## config.mk

```make
export PLATFORM = sky130hd
export DESIGN_NAME = dma_regfile
export DESIGN_NICKNAME = d
export VERILOG_FILES = /design/src/rtl/dma_regfile_pkg.sv /design/src/rtl/dma_port_decode.sv /design/src/rtl/dma_byte_ptr.sv /design/src/rtl/dma_chan_regs.sv /design/src/rtl/dma_regfile.sv
export SDC_FILE = /design/constraint.sdc
export NUM_CORES = 1
export LEC_CHECK = 0
export ABC_CLOCK_PERIOD_IN_PS = 2200
export BUFFER_PORTS_ARGS = -buffer_cell sky130_fd_sc_hd__buf_2
export CAP_MARGIN = 0
export CORE_ASPECT_RATIO = 0.75
export CORE_UTILIZATION = 53
export CTS_BUF_LIST = sky130_fd_sc_hd__clkbuf_4 sky130_fd_sc_hd__clkbuf_8 sky130_fd_sc_hd__clkbuf_16
export DETAILED_ROUTE_END_ITERATION = 16
export PLACE_DENSITY_LB_ADDON = 0.2
export SLEW_MARGIN = 20
export SYNTH_ARGS = -nofsm -noshare
export SYNTH_HDL_FRONTEND = slang
export SYNTH_SLANG_ARGS = --single-unit
export TNS_END_PERCENT = 30
```

## constraint.sdc

```tcl
create_clock -name clk -period 2.2 [get_ports clk]
set_clock_uncertainty 0.05 [all_clocks]
set_input_delay 0.33 -clock clk [delete_from_list [all_inputs] [get_ports clk]]
set_output_delay 0.33 -clock clk [all_outputs]
set_load 0.02 [all_outputs]
```

## src/rtl/dma_regfile_pkg.sv

```systemverilog
package dma_regfile_pkg;

  typedef enum logic [3:0] {
    PORT_CMD      = 4'd8,
    PORT_REQ      = 4'd9,
    PORT_MASK_ONE = 4'd10,
    PORT_MODE     = 4'd11,
    PORT_CLR_PTR  = 4'd12,
    PORT_MCLR     = 4'd13,
    PORT_CLR_MASK = 4'd14,
    PORT_ALL_MASK = 4'd15
  } ctl_port_e;

  // Replace one byte of a 16-bit word; hi selects bits 15:8.
  function automatic logic [15:0] put_byte(input logic [15:0] word,
                                           input logic [7:0]  b,
                                           input logic        hi);
    logic [15:0] r;
    r = word;
    if (hi) r[15:8] = b;
    else    r[7:0]  = b;
    return r;
  endfunction

  // Pick one byte of a 16-bit word; hi selects bits 15:8.
  function automatic logic [7:0] get_byte(input logic [15:0] word,
                                          input logic        hi);
    return hi ? word[15:8] : word[7:0];
  endfunction

endpackage

```

## src/rtl/dma_port_decode.sv

```systemverilog
module dma_port_decode
  import dma_regfile_pkg::*;
#(
  parameter int AW  = 4,
  parameter int CHW = 2
) (
  input  logic [AW-1:0]  io_addr,
  input  logic           io_wr,
  input  logic           io_rd,
  output logic           acc_word,
  output logic           wr_word,
  output logic           rd_word,
  output logic [CHW-1:0] acc_ch,
  output logic           acc_is_cnt,
  output logic           wr_mask1,
  output logic           wr_mode,
  output logic           wr_clrptr,
  output logic           wr_mclr,
  output logic           wr_clrmask,
  output logic           wr_allmask
);
  logic in_word_space;

  always_comb begin
    in_word_space = (io_addr[AW-1] == 1'b0);
    wr_word       = io_wr && in_word_space;
    rd_word       = io_rd && !io_wr && in_word_space;
    acc_word      = wr_word || rd_word;
    acc_ch        = io_addr[CHW:1];
    acc_is_cnt    = io_addr[0];
    wr_mask1      = io_wr && (io_addr == PORT_MASK_ONE);
    wr_mode       = io_wr && (io_addr == PORT_MODE);
    wr_clrptr     = io_wr && (io_addr == PORT_CLR_PTR);
    wr_mclr       = io_wr && (io_addr == PORT_MCLR);
    wr_clrmask    = io_wr && (io_addr == PORT_CLR_MASK);
    wr_allmask    = io_wr && (io_addr == PORT_ALL_MASK);
  end
endmodule

```

## src/rtl/dma_byte_ptr.sv

```systemverilog
module dma_byte_ptr (
  input  logic clk,
  input  logic rst_n,
  input  logic acc_word,
  input  logic wr_clrptr,
  input  logic wr_mclr,
  output logic ptr_hi
);
  always_ff @(posedge clk) begin
    if (!rst_n)                    ptr_hi <= 1'b0;
    else if (wr_clrptr || wr_mclr) ptr_hi <= 1'b0;
    else if (acc_word)             ptr_hi <= ~ptr_hi;
  end
endmodule

```

## src/rtl/dma_chan_regs.sv

```systemverilog
module dma_chan_regs
  import dma_regfile_pkg::*;
#(
  parameter int CH  = 0,
  parameter int CHW = 2,
  parameter int DW  = 8,
  parameter int WW  = 16,
  parameter int MW  = 6
) (
  input  logic           clk,
  input  logic           rst_n,
  input  logic [DW-1:0]  io_wdata,
  input  logic           wr_word,
  input  logic [CHW-1:0] acc_ch,
  input  logic           acc_is_cnt,
  input  logic           ptr_hi,
  input  logic           wr_mask1,
  input  logic           wr_mode,
  input  logic           wr_mclr,
  input  logic           wr_clrmask,
  input  logic           wr_allmask,
  output logic [WW-1:0]  addr_q,
  output logic [WW-1:0]  cnt_q,
  output logic           mask_q,
  output logic [MW-1:0]  mode_q
);
  logic hit_word, hit_sel;

  assign hit_word = wr_word && (acc_ch == CHW'(CH));
  assign hit_sel  = (io_wdata[CHW-1:0] == CHW'(CH));

  always_ff @(posedge clk) begin
    if (!rst_n || wr_mclr) begin
      addr_q <= '0;
      cnt_q  <= '0;
    end else if (hit_word) begin
      if (acc_is_cnt) cnt_q  <= put_byte(cnt_q, io_wdata, ptr_hi);
      else            addr_q <= put_byte(addr_q, io_wdata, ptr_hi);
    end
  end

  always_ff @(posedge clk) begin
    if (!rst_n || wr_mclr)        mask_q <= 1'b1;
    else if (wr_clrmask)          mask_q <= 1'b0;
    else if (wr_allmask)          mask_q <= io_wdata[CH];
    else if (wr_mask1 && hit_sel) mask_q <= io_wdata[CHW];
  end

  always_ff @(posedge clk) begin
    if (!rst_n || wr_mclr)       mode_q <= '0;
    else if (wr_mode && hit_sel) mode_q <= io_wdata[DW-1:DW-MW];
  end
endmodule

```

## src/rtl/dma_regfile.sv

```systemverilog
module dma_regfile
  import dma_regfile_pkg::*;
#(
  parameter int NCH = 4,
  parameter int AW  = 4,
  parameter int DW  = 8,
  parameter int WW  = 16,
  parameter int MW  = 6
) (
  input  logic              clk,
  input  logic              rst_n,
  input  logic [AW-1:0]     io_addr,
  input  logic              io_wr,
  input  logic              io_rd,
  input  logic [DW-1:0]     io_wdata,
  output logic [DW-1:0]     io_rdata,
  output logic [NCH-1:0]    ch_mask,
  output logic [NCH*MW-1:0] ch_mode,
  output logic [NCH*WW-1:0] ch_addr,
  output logic [NCH*WW-1:0] ch_count
);
  localparam int CHW = $clog2(NCH);

  logic           acc_word, wr_word, rd_word, acc_is_cnt, ptr_hi;
  logic [CHW-1:0] acc_ch;
  logic           wr_mask1, wr_mode, wr_clrptr, wr_mclr, wr_clrmask, wr_allmask;
  logic [WW-1:0]  addr_arr [NCH];
  logic [WW-1:0]  cnt_arr  [NCH];

  dma_port_decode #(.AW(AW), .CHW(CHW)) u_dec (
    .io_addr(io_addr), .io_wr(io_wr), .io_rd(io_rd),
    .acc_word(acc_word), .wr_word(wr_word), .rd_word(rd_word),
    .acc_ch(acc_ch), .acc_is_cnt(acc_is_cnt),
    .wr_mask1(wr_mask1), .wr_mode(wr_mode), .wr_clrptr(wr_clrptr),
    .wr_mclr(wr_mclr), .wr_clrmask(wr_clrmask), .wr_allmask(wr_allmask)
  );

  dma_byte_ptr u_ptr (
    .clk(clk), .rst_n(rst_n), .acc_word(acc_word),
    .wr_clrptr(wr_clrptr), .wr_mclr(wr_mclr), .ptr_hi(ptr_hi)
  );

  for (genvar g = 0; g < NCH; g++) begin : g_ch
    dma_chan_regs #(.CH(g), .CHW(CHW), .DW(DW), .WW(WW), .MW(MW)) u_ch (
      .clk(clk), .rst_n(rst_n), .io_wdata(io_wdata),
      .wr_word(wr_word), .acc_ch(acc_ch), .acc_is_cnt(acc_is_cnt),
      .ptr_hi(ptr_hi), .wr_mask1(wr_mask1), .wr_mode(wr_mode),
      .wr_mclr(wr_mclr), .wr_clrmask(wr_clrmask), .wr_allmask(wr_allmask),
      .addr_q(addr_arr[g]), .cnt_q(cnt_arr[g]),
      .mask_q(ch_mask[g]), .mode_q(ch_mode[g*MW +: MW])
    );
    assign ch_addr [g*WW +: WW] = addr_arr[g];
    assign ch_count[g*WW +: WW] = cnt_arr[g];
  end

  always_comb begin
    io_rdata = '0;
    if (rd_word)
      io_rdata = get_byte(acc_is_cnt ? cnt_arr[acc_ch] : addr_arr[acc_ch], ptr_hi);
  end
endmodule

```

After elaboration in Yosys (flattened, before gate mapping)

Cells that the tools add are included.
W data, S select, Z words.

Register bits: 157
Bits of input ports: 16
Output and inout bits: 164

$lt $le $gt $ge: 1
Equality and inequality tests: 12
Multiplexer cells: 21
Bitwise operators: 5
Reduce and logical (&&, ||, !) cells: 49

Operators with widths:

| kind                 | count |
|---|---|
| $mux W16             | 5 |
| $bmux W16 S2         | 2 |
| $reduce_and A3 Y1    | 16 |
| $eq A4 B4 Y1 const B | 6 |
| $logic_and A1 B1 Y1  | 21 |
| $mux W8              | 2 |
| $mux W1              | 12 |
| $reduce_bool A3 Y1   | 4 |
| $eq A2 B2 Y1 const B | 4 |
| $eq A2 B1 Y1 const B | 2 |
| $logic_not A2 Y1     | 2 |
| $not A1 Y1           | 4 |
| $ge A3 B3 Y1 const B | 1 |
| $logic_or A1 B1 Y1   | 3 |
| $not A2 Y3           | 1 |
| $logic_not A1 Y1     | 2 |
| $reduce_or A2 Y1     | 1 |

Longest topological paths before layout

Gate-level depths: netlist (run 1).

Depth in word-level cells: 7
Depth in mapped cells: 7

Modules after synthesis

From an unflattened synthesis (run 1), not the netlist that was laid out.

Cells, all modules: 749
Area total of the unflattened synthesis: 7342.0 µm²

By module, submodules not included:

| module                        | times used | cells an instance | area an instance (µm²) |
|---|---|---|---|
| dma_chan_regs at g_ch[1].u_ch | 1          | 150               | 1522.7 |
| dma_chan_regs at g_ch[0].u_ch | 1          | 149               | 1502.7 |
| dma_chan_regs at g_ch[2].u_ch | 1          | 149               | 1497.7 |
| dma_chan_regs at g_ch[3].u_ch | 1          | 149               | 1495.2 |
| dma_regfile                   | 1          | 132               | 1174.9 |
| dma_port_decode               | 1          | 17                | 105.1 |
| dma_byte_ptr                  | 1          | 3                 | 43.8 |

Least setup slack after synthesis (run 1)

No wires, ideal clock.

Path kind: input -> output
Start point: input io_addr[1]
End point: output io_rdata[5]
Arrival time: 1573 ps
Required time: 1820 ps
Path slack: 247 ps
Stages on the path: 5
Buffers on the path: 2
Cell sequence: buf_6 > buf_6 > mux4_2 > a22oi_1 > o221ai_1

Longest elaborated chain between the ends: 7
Elaborated cells on any way between the ends: 10

Ends and longest elaborated chain:

| item                                         | RTL line              | text |
|---|---|---|
| start: declaration                           | dma_regfile.sv:12     | `input logic [AW-1:0] io_addr,` |
| $not A2 Y3 (implied by the code) *           | dma_regfile.sv:59     | `io_rdata = get_byte(acc_is_cnt ? cnt_arr[acc_ch] : addr_arr[acc_ch], ptr_hi);` |
| $bmux W16 S2                                 | dma_regfile.sv:59     |  |
| $mux W16 (implied by the code) (2 in series) | dma_regfile.sv:59     |  |
| $mux W16 *                                   | dma_regfile.sv:59     |  |
| $mux W8 *                                    | dma_regfile_pkg.sv:28 | `return hi ? word[15:8] : word[7:0];` |
| $mux W8 *                                    | dma_regfile.sv:58     | `if (rd_word)` |
| end: declaration                             | dma_regfile.sv:16     | `output logic [DW-1:0] io_rdata,` |

Mark *: on every way between the ends. The rest lies on a longest branch, timed or not. The select of a mux whose other input is x is not followed.

Worst setup path in the final report (run 1)

Start point: register g_ch[2].u_ch.addr_q[5]
End point: output io_rdata[5]

Longest elaborated chain between the ends: 6

Ends and longest elaborated chain:

| item                                         | RTL line              | text |
|---|---|---|
| start: declaration                           | dma_chan_regs.sv:22   | `output logic [WW-1:0] addr_q,` |
| start signal: assignment                     | dma_chan_regs.sv:38   | `else addr_q <= put_byte(addr_q, io_wdata, ptr_hi);` |
| $bmux W16 S2                                 | dma_regfile.sv:59     |  |
| $mux W16 (implied by the code) (2 in series) | dma_regfile.sv:59     |  |
| $mux W16                                     | dma_regfile.sv:59     |  |
| $mux W8                                      | dma_regfile_pkg.sv:28 |  |
| $mux W8                                      | dma_regfile.sv:58     |  |

No other way between the ends. The select of a mux whose other input is x is not followed.

==> impl_metrics.csv, run 1 <==
group,metric,value,unit
cts,numClockSinks,157,
critical_path,crit_chain,"mux4_2 > a22oi_2 > o221ai_1 > buf_2",
critical_path,start_kind,"flip-flop",
global_routing,grt_max_degree,45,
hold_path,hp-start,"rst_n",
critical_path,cp.arrival,1.93,ns
logic_synthesis,synth_cells,757,
global_routing,antenna_found_initial,0,
sta,hold_violations,0,
critical_path,endpoint_kind,"output port",
hold_path,holdPathEnd,"u_ptr.ptr_hi",
drt,drtPass1Iterations,5,
critical_path,rrSetupSlack,0.41,ns
power_and_ir_drop,p_per_area,706,nW/um2
global_routing,overflow,0,
sta,finalSetupViolCount,8,
power_and_ir_drop,power_leakage,3.80,nW
global_routing,groute.layer.met2.usage,50.3,%
sta,slew_viol_final,0,
drt,drtIter0Drc,789,
global_routing,grt_pass1_wl,34.4,mm
logic_synthesis,yosysWarningCount,0,
hold_path,hold_depth,2,
logic_synthesis,avgSynthCellArea,9.45,um2
global_routing,grt_use_met1,46.5,%
cts,cts-root-buf,"clkbuf_16",
floorplanning,start_util,54.8,%
drt,ant_nets,0,
logic_synthesis,synth_fp_nets,773,
critical_path,timing.rr.start,"u_ptr.ptr_hi",
floorplanning,die_w,136,um
place,pre_cts_ws,-0.120,ns
power_and_ir_drop,ir_worst_vdd,0.000602,V
sta,tightest_slew,0.665,ns
logic_synthesis,yosys-top-cells-area,"dfxtp_1 44%, mux4_2 9.8%, mux2i_1 9.4%",
global_routing,grtUsageMet3,7.92,%
place,dp_hpwl,15.5,mm
logic_synthesis,synth_ff_type,"dfxtp_1",
logic_synthesis,synth_top_area_cell,"dfxtp_1",
logic_synthesis,ys_async_sr_fraction,0,%
sta,layout_setup_ws,-0.113,ns
sta,whs,0.128,ns
critical_path,path_depth,4,
logic_synthesis,yosysSeqAreaShare,43.9,%
logic_synthesis,synth_area,7150,um2
cts,h-tree-depth,4,
critical_path,cp_slowest_cell,"mux4_2",
critical_path,cp_num_buf_inv,1,
cells_and_area,drive_gt1_share,35.0,%
global_routing,grt_pass1_vias,6133,
critical_path,cp_max_fo,3,
logic_synthesis,ys_top_cells_by_count,"157 x dfxtp_1, 104 x nand2_1, 88 x a21oi_1",
cts,cts.path.max_buffers,2,
critical_path,crit_family,"multiplexers",
logic_synthesis,synth_edf_count,0,
outcome,status,"finished, violations left",
power_and_ir_drop,fin_total_pwr,0.00628,W
outcome,violations,"setup timing",
place,place_congestion,0.911,
drt,avgViaCountPerCell,6.13,
sta,rsz0062_at_grt,"yes",
floorplanning,die_y,103,um
floorplanning,io_pins,180,
sta,post-route-period-util,105,%
critical_path,r2r_end,"g_ch[2].u_ch.addr_q[7]",
logic_synthesis,ys_seq_elements,157,
cts,cts_tree,"built",
floorplanning,core_region_area,13100,um2
logic_synthesis,ys_types,43,
cts,clk_latency,0.43,ns
floorplanning,die-area,14000,um2
global_routing,busiest_layer,"met2",
cells_and_area,n_antenna_cell,0,
drt,drc,0,
critical_path,cpPeakStageDelay,0.49,ns
sta,period_minus_slack,2.31,ns
cells_and_area,fill_cells,1027,
cts,path_clk_slew,0.06,ns
cells_and_area,nets,933,
drt,vias,6738,
global_routing,grtUsageTotal,33.3,%
floorplanning,std_cell_rows,36,
sta,max_freq,0.432,GHz
logic_synthesis,yosysMostFrequentCell,"dfxtp_1",
place,portBuffers,179,
cells_and_area,area_growth,24.2,%
sta,max_slew_margin,55.6,%
critical_path,ff2ff_path_depth,5,
logic_synthesis,yosys.area.top_type_share,43.9,%
critical_path,worstPathRequired,1.82,ns
flow_run,maxCapViolCount,0,
drt,wl_per_cell,20.8,um
critical_path,path_class,"reg -> out",
hold_path,min_path_type,"in -> reg",
drt,wl,22.8,mm
cts,cts_buffers,17,
## cells by family (layout without fill, tap and decap cells)
logic type / after synthesis / count (layout) / share of synthesized area [%]
DFF: 157 / 157 / 43.9
buffers and inverters: 94 / 266 / 7.35
muxes: 99 / 99 / 19.5
AOI/OAI and AO/OA: 127 / 127 / 9.83
and+or+nand+nor: 280 / 280 / 19.4
## cell usage in the layout (no fill, tap or decap), drive strengths merged, types with 18 or more instances in the layout
cell    count
mux4       32
mux2i      67
clkbuf     24
nor2       71
a21oi      88
nand2     104
o21ai      18
dfxtp     157
nand3      74
inv        18
buf       216
## layout make-up
| type | instances | area [um2] | area share (%) |
|---|---|---|---|
| flip-flops and latches | 157 | 3160 | 35.5 |
| clock inverters | 8 | 90.1 | 1.01 |
| inverters | 18 | 67.6 | 0.761 |
| multi-input cells | 506 | 3580 | 40.3 |
| well taps | 171 | 214 | 2.41 |
| repair buffers | 217 | 1280 | 14.5 |
| clock buffers | 23 | 489 | 5.51 |
## stage by stage
step	cells	util, %	area [um2]	TNS [ns]
2_1_floorplan	757	-	7150	0
3_3_place_gp	1064	62.3	8130	-0.217
3_5_place_dp	1064	62.3	8130	-0.490
4_1_cts	1097	67.5	8820	-0.219
5_1_grt	1100	68.0	8880	-0.703
6_report	1100	68.0	8880	-0.517
## timing repair
item | 4_1_cts | 5_1_grt
hold buffers | 0 | 0
pin swaps | 8 | 3
gates resized for setup | 24 | 12
buffers inserted | 2 | 3
endpoints found under the setup margin | 8 | 8
## registers in the layout, indices dropped and copies added (netlist names)
| register | cells |
|---|---|
| g_ch.u_ch.addr_q | 64 |
| g_ch.u_ch.cnt_q | 64 |
| g_ch.u_ch.mask_q | 4 |
| g_ch.u_ch.mode_q | 24 |
| u_ptr.ptr_hi | 1 |
## report_power, final
part           total (W)  switching, W  leakage, nW  internal, W
combinational   0.000470      0.000322         2.23     0.000148
clock            0.00292       0.00114        0.297      0.00178
sequential       0.00289     0.0000235         1.27      0.00287
total            0.00628       0.00148         3.80      0.00479
## worst max path at each step
stage                                       from           to
final                     g_ch[2].u_ch.addr_q[5]  io_rdata[5]
after global routing      g_ch[3].u_ch.addr_q[4]  io_rdata[4]
after floorplan                       io_addr[1]  io_rdata[5]
after detailed placement              io_addr[1]  io_rdata[4]
after CTS                 g_ch[3].u_ch.addr_q[4]  io_rdata[4]
after global placement                io_addr[1]  io_rdata[4]
## metal layers
metal	up-vias	part of all wire (%)
met1	3257	41
met4	0	2.2
met5	-	0
met3	48	12
met2	461	45
li1	2972	-
No activity file was read; power rests on OpenSTA's default activity.
==> inputs of run 2 (changes only) <==
CELL_PAD_IN_SITES_DETAIL_PLACEMENT = 0   (was unset)
CELL_PAD_IN_SITES_GLOBAL_PLACEMENT = 2   (was unset)
CORE_UTILIZATION = 32   (was 53)
==> run 2 against run 1 <==
Against the previous run: the run still ends with setup timing left; core utilization shrank 25 points; die area grew 64%; via count shrank 3.8%; first-iteration DRC count shrank 45%; power grew 7.8%; critical endpoint is now io_rdata[0]; largest power group unchanged.
==> impl_metrics.csv, run 2 (synthesized netlist as in run 1, its figures left out) <==
group,metric,value,unit
flow_run,maxCapViolCount,0,
place,place_congestion,0.865,
global_routing,grtUsageTotal,22.6,%
cells_and_area,nets,942,
cts,clk_latency,0.43,ns
hold_path,hold_depth,2,
place,dp_hpwl,18.2,mm
power_and_ir_drop,power_leakage,3.88,nW
global_routing,grt_pass1_wl,39.2,mm
floorplanning,io_pins,180,
outcome,violations,"setup timing",
power_and_ir_drop,seq_power_share,42.7,%
floorplanning,die_y,131,um
place,place_inst,1193,
drt,drtPass1Iterations,5,
cells_and_area,n_antenna_cell,0,
critical_path,cp_max_fo,3,
cts,numClockSinks,157,
cells_and_area,multiInputGateArea,3560,um2
global_routing,overflow,0,
cells_and_area,regArea,3160,um2
cells_and_area,fin_util,42.8,%
cts,cts-root-buf,"clkbuf_16",
sta,post-route-period-util,106,%
floorplanning,die-area,23000,um2
cts,cts.path.max_buffers,2,
drt,ant_nets,0,
floorplanning,start_util,33.2,%
cts,path_clk_slew,0.06,ns
sta,max_slew_margin,51.8,%
cts,cts_buffers,17,
sta,tightest_slew,0.722,ns
hold_path,min_path_type,"in -> reg",
power_and_ir_drop,p_per_area,735,nW/um2
sta,layout_setup_ws,-0.126,ns
cells_and_area,fin_cells,1226,
cells_and_area,layout_common_cells,"173 x buf_2, 145 x dfxtp_1, 102 x nand2_1",
cells_and_area,area_growth,28.7,%
critical_path,start_kind,"flip-flop",
power_and_ir_drop,power.internal,0.00515,W
sta,slew_viol_final,0,
power_and_ir_drop,p_clk_share,50.1,%
drt,wl,25.7,mm
floorplanning,core_region_area,21500,um2
power_and_ir_drop,switching_share,23.9,%
global_routing,antenna_found_initial,0,
place,portBuffers,179,
drt,vias,6485,
global_routing,grt_max_degree,59,
floorplanning,die_w,175,um
cells_and_area,fill_cells,2116,
sta,finalSetupViolCount,7,
cells_and_area,reg.largest.list,"g_ch.u_ch.addr_q x64, g_ch.u_ch.cnt_q x64, g_ch.u_ch.mode_q x24",
power_and_ir_drop,p_comb_share,7.2,%
power_and_ir_drop,ir_worst_vdd,0.000473,V
floorplanning,std_cell_rows,46,
sta,rsz0062_at_grt,"yes",
cts,hold_buffers,0,
global_routing,grt_pass1_vias,6386,
drt,avgViaCountPerCell,5.29,
cells_and_area,drive_gt1_share,35.5,%
outcome,status,"finished, violations left",
power_and_ir_drop,power.switching,0.00162,W
cts,h-tree-depth,4,
cts,cts_tree,"built",
sta,max_freq,0.430,GHz
critical_path,worstPathRequired,1.82,ns
critical_path,ff2ff_path_depth,5,
critical_path,cp.arrival,1.95,ns
cells_and_area,layout.cells.most_common,"buf_2",
sta,hold_violations,0,
critical_path,path_class,"reg -> out",
sta,period_minus_slack,2.33,ns
drt,wl_per_cell,21.0,um
drt,drc,0,
critical_path,endpoint_kind,"output port",
drt,drtIter0Drc,436,
run 2: cell count changes in the layout (fill, tap and decap cells not counted), moves of 4 or more:
cell       delta
buf_4         +8
inv_6         +4
clkbuf_4      -4
bufinv_16     +4
run 2: final cells by class:
cell class,count,share of cell area (%)
repair buffers,226,15.1
well taps,288,3.91
inverters,18,0.734
multi-input cells,506,38.7
clock inverters,14,2.58
clock buffers,17,4.62
flip-flops and latches,157,34.3
run 2: metrics by stage:
| step | power [W] | area [um2] | hold WS [ns] | setup TNS, ns | setup WS, ns |
|---|---|---|---|---|---|
| floorplan | 0.00327 | 7150 | 0.408 | 0 | 0.247 |
| global placement | 0.00343 | 8410 | 0.418 | -1.06 | -0.179 |
| detailed placement | 0.00343 | 8410 | 0.419 | -1.47 | -0.255 |
| CTS | 0.00682 | 9190 | 0.128 | -0.726 | -0.117 |
| global route | 0.00699 | 9210 | 0.133 | -1.17 | -0.170 |
| finish | 0.00677 | 9210 | 0.136 | -0.671 | -0.126 |
run 2: final timing paths:
check,end,slack [ns],startpoint
worst min-delay path,u_ptr.ptr_hi,0.14,rst_n
worst min register to register,g_ch[1].u_ch.addr_q[8],0.43,g_ch[1].u_ch.addr_q[8]
worst max-delay path,io_rdata[0],-0.13,g_ch[3].u_ch.addr_q[0]
worst max register to register,g_ch[1].u_ch.cnt_q[7],0.53,u_ptr.ptr_hi
run 2: power by group through the flow:
stage,Combinational (W),Clock [W],Sequential (W)
floorplan,0.000301,0,0.00296
global placement,0.000475,0,0.00295
detailed placement,0.000479,0,0.00295
CTS,0.000489,0.00345,0.00289
global route,0.000522,0.00357,0.00289
finish,0.000489,0.00339,0.00289
run 2: routing by layer:
metal	wire length, um	global-route usage (%)
met5	0	0
met2	11300	33.9
met3	1720	4.98
met1	12200	31.9
met4	492	7.20
run 2: timing repair:
action	4_1_cts	5_1_grt
endpoints found under the hold margin	0	0
buffers inserted	3	0
pin swaps	7	1
gates resized for setup	29	6
endpoints found under the setup margin	8	8
run 2: worst max-delay path, cell delays in order, from the launching register on:
cell and delay [ns]:
dfxtp_1 0.36, mux4_2 0.51, a22oi_2 0.24, o221ai_1 0.20
buf_2 0.20
==> inputs of run 3 (changes only) <==
CORE_UTILIZATION = 33   (was 32)
CTS_BUF_LIST = sky130_fd_sc_hd__clkbuf_8   (was sky130_fd_sc_hd__clkbuf_4 sky130_fd_sc_hd__clkbuf_8 sky130_fd_sc_hd__clkbuf_16)
==> run 3 against run 2 <==
Against the previous run: the flow still finishes with violations (setup timing); worst setup slack improved by 0.0093 ns; via count rose by 0.97%; register-to-register slack improved by 0.04 ns; sequential power about the same; highest routed layer unchanged; power shrank 17%; first-iteration DRC count rose by 3.4%; global-route usage is 0.69 points higher; final cell count increased by 0.73%; critical endpoint is now io_rdata[2]; clock power decreased by 33%; non-clock buffer count increased by 8; die area fell by 3.0%.
==> impl_metrics.csv, run 3 (synthesized netlist as in run 1, its figures left out) <==
group,metric,value,unit
cells_and_area,drive_gt1_share,37.7,%
critical_path,endpoint_kind,"output port",
drt,drc,0,
power_and_ir_drop,fin_total_pwr,0.00565,W
critical_path,crit_family,"multiplexers",
cells_and_area,nets,950,
critical_path,crit_chain,"mux4_2 > a22oi_2 > buf_4 > o221ai_1 > buf_4",
power_and_ir_drop,power_leakage,3.81,nW
cells_and_area,fill_cells,2165,
drt,maxUsedRoutingLayer,"met4",
power_and_ir_drop,p_comb_share,8.7,%
critical_path,cp_slowest_cell,"mux4_2",
power_and_ir_drop,power.internal,0.00407,W
cts,path_clk_slew,0.09,ns
global_routing,grt_pass1_wl,38.3,mm
sta,hold_violations,0,
power_and_ir_drop,p_clk_share,40.2,%
critical_path,timing.rr.start,"u_ptr.ptr_hi",
floorplanning,die-area,22300,um2
cts,clk_latency,0.44,ns
critical_path,start_kind,"flip-flop",
critical_path,cp_num_buf_inv,2,
drt,wl,25.6,mm
sta,setup_tns,-0.683,ns
critical_path,cp_max_fo,3,
floorplanning,die_y,129,um
sta,slew_viol_final,0,
flow_run,maxCapViolCount,0,
sta,max_slew_margin,54.2,%
power_and_ir_drop,seq_power_share,51.1,%
cells_and_area,layout_common_cells,"176 x buf_2, 130 x dfxtp_1, 102 x nand2_1",
drt,drtIter0Drc,451,
floorplanning,start_util,33.8,%
place,portBuffers,179,
global_routing,antenna_found_initial,0,
cts,cts_buffers,17,
drt,wl_met2,11.3,mm
cells_and_area,fin_cells,1235,
power_and_ir_drop,switching_share,28.0,%
drt,drtPass1Iterations,5,
drt,wl_met3,1.82,mm
floorplanning,io_pins,180,
power_and_ir_drop,power.switching,0.00158,W
drt,wl_per_cell,20.7,um
sta,period_minus_slack,2.32,ns
critical_path,path_class,"reg -> out",
sta,max_freq,0.432,GHz
power_and_ir_drop,ir_worst_vdd,0.000311,V
cts,numClockSinks,157,
sta,tightest_slew,0.687,ns
outcome,violations,"setup timing",
drt,vias,6548,
floorplanning,core_region_area,21200,um2
critical_path,path_common_cell,"buf_4",
outcome,status,"finished, violations left",
floorplanning,std_cell_rows,46,
critical_path,worstPathRequired,1.82,ns
hold_path,min_path_type,"in -> reg",
sta,rsz0062_at_grt,"yes",
cts,h-tree-depth,4,
global_routing,grt_max_degree,51,
cells_and_area,n_antenna_cell,0,
cells_and_area,layout.cells.most_common,"buf_2",
cells_and_area,area_growth,25.9,%
critical_path,crit_start,"g_ch[2].u_ch.cnt_q[2]",
floorplanning,die_w,172,um
drt,ant_nets,0,
place,dp_hpwl,18.0,mm
sta,post-route-period-util,105,%
global_routing,grt_pass1_vias,6293,
sta,layout_setup_ws,-0.117,ns
cts,cts_tree,"built",
sta,finalSetupViolCount,7,
critical_path,cp.arrival,1.94,ns
global_routing,grtUsageTotal,23.3,%
critical_path,cpPeakStageDelay,0.52,ns
cts,cts-root-buf,"clkbuf_8",
power_and_ir_drop,p_per_area,627,nW/um2
hold_path,hp-start,"rst_n",
place,place_inst,1191,
cells_and_area,fin_util,42.5,%
cts,hold_buffers,0,
drt,avgViaCountPerCell,5.30,
cts,cts.path.max_buffers,2,
drt,met1_length,12.1,mm
global_routing,overflow,0,
place,place_congestion,0.838,
cells_and_area,reg.largest.list,"g_ch.u_ch.addr_q x64, g_ch.u_ch.cnt_q x64, g_ch.u_ch.mode_q x24",
## run 3: cell types whose count changed in the layout (fill, tap and decap cells not counted), sizes merged
cell,change
buf,+8
bufinv,-4
clkinvlp,+1
inv,+4
## run 3: path summary, 6_finish.rpt
path / end / slack [ns] / cells after the start
worst max-delay path: io_rdata[2] / -0.12 / 5
worst max register to register: g_ch[0].u_ch.addr_q[10] / 0.57 / 5
worst min register to register: g_ch[2].u_ch.cnt_q[1] / 0.43 / 2
worst min-delay path: u_ptr.ptr_hi / 0.12 / 2
## run 3: area by class of cell
class	count	area (um2)	area share (%)
Multi-Input combinational cell	506	3560	39.5
Tap cell	288	360	4.00
Sequential cell	157	3180	35.3
Clock buffer	17	234	2.60
Inverter	18	67.6	0.750
Timing Repair Buffer	234	1430	15.9
Clock inverter	15	175	1.94
## run 3: what timing repair did
action	in CTS	in global routing
buffers inserted	10	3
setup endpoints to repair	8	8
pin swaps	7	1
resized for setup	42	4
## run 3: routing by layer
| layer | vias to the layer above | GRT usage [%] |
|---|---|---|
| li1 | 3004 | - |
| met1 | 3231 | 32.9 |
| met2 | 289 | 35.5 |
| met3 | 24 | 5.44 |
| met4 | 0 | 6.04 |
| met5 | - | 0 |
## run 3: stage by stage
| step | setup WS (ns) | area [um2] | hold WS, ns |
|---|---|---|---|
| after detailed placement | -0.0996 | 8390 | 0.417 |
| after CTS | -0.130 | 8970 | 0.0819 |
| final | -0.117 | 9010 | 0.118 |
| after floorplan | 0.247 | 7150 | 0.408 |
| after global placement | -0.0979 | 8390 | 0.415 |
| after global routing | -0.204 | 9010 | 0.0840 |
## run 3: power by group through the flow
stage	combinational (W)	clock [W]	sequential (W)
after floorplan	0.000301	0	0.00296
final	0.000493	0.00227	0.00288
after global placement	0.000477	0	0.00295
after CTS	0.000491	0.00234	0.00288
after global routing	0.000524	0.00246	0.00289
after detailed placement	0.000482	0	0.00295
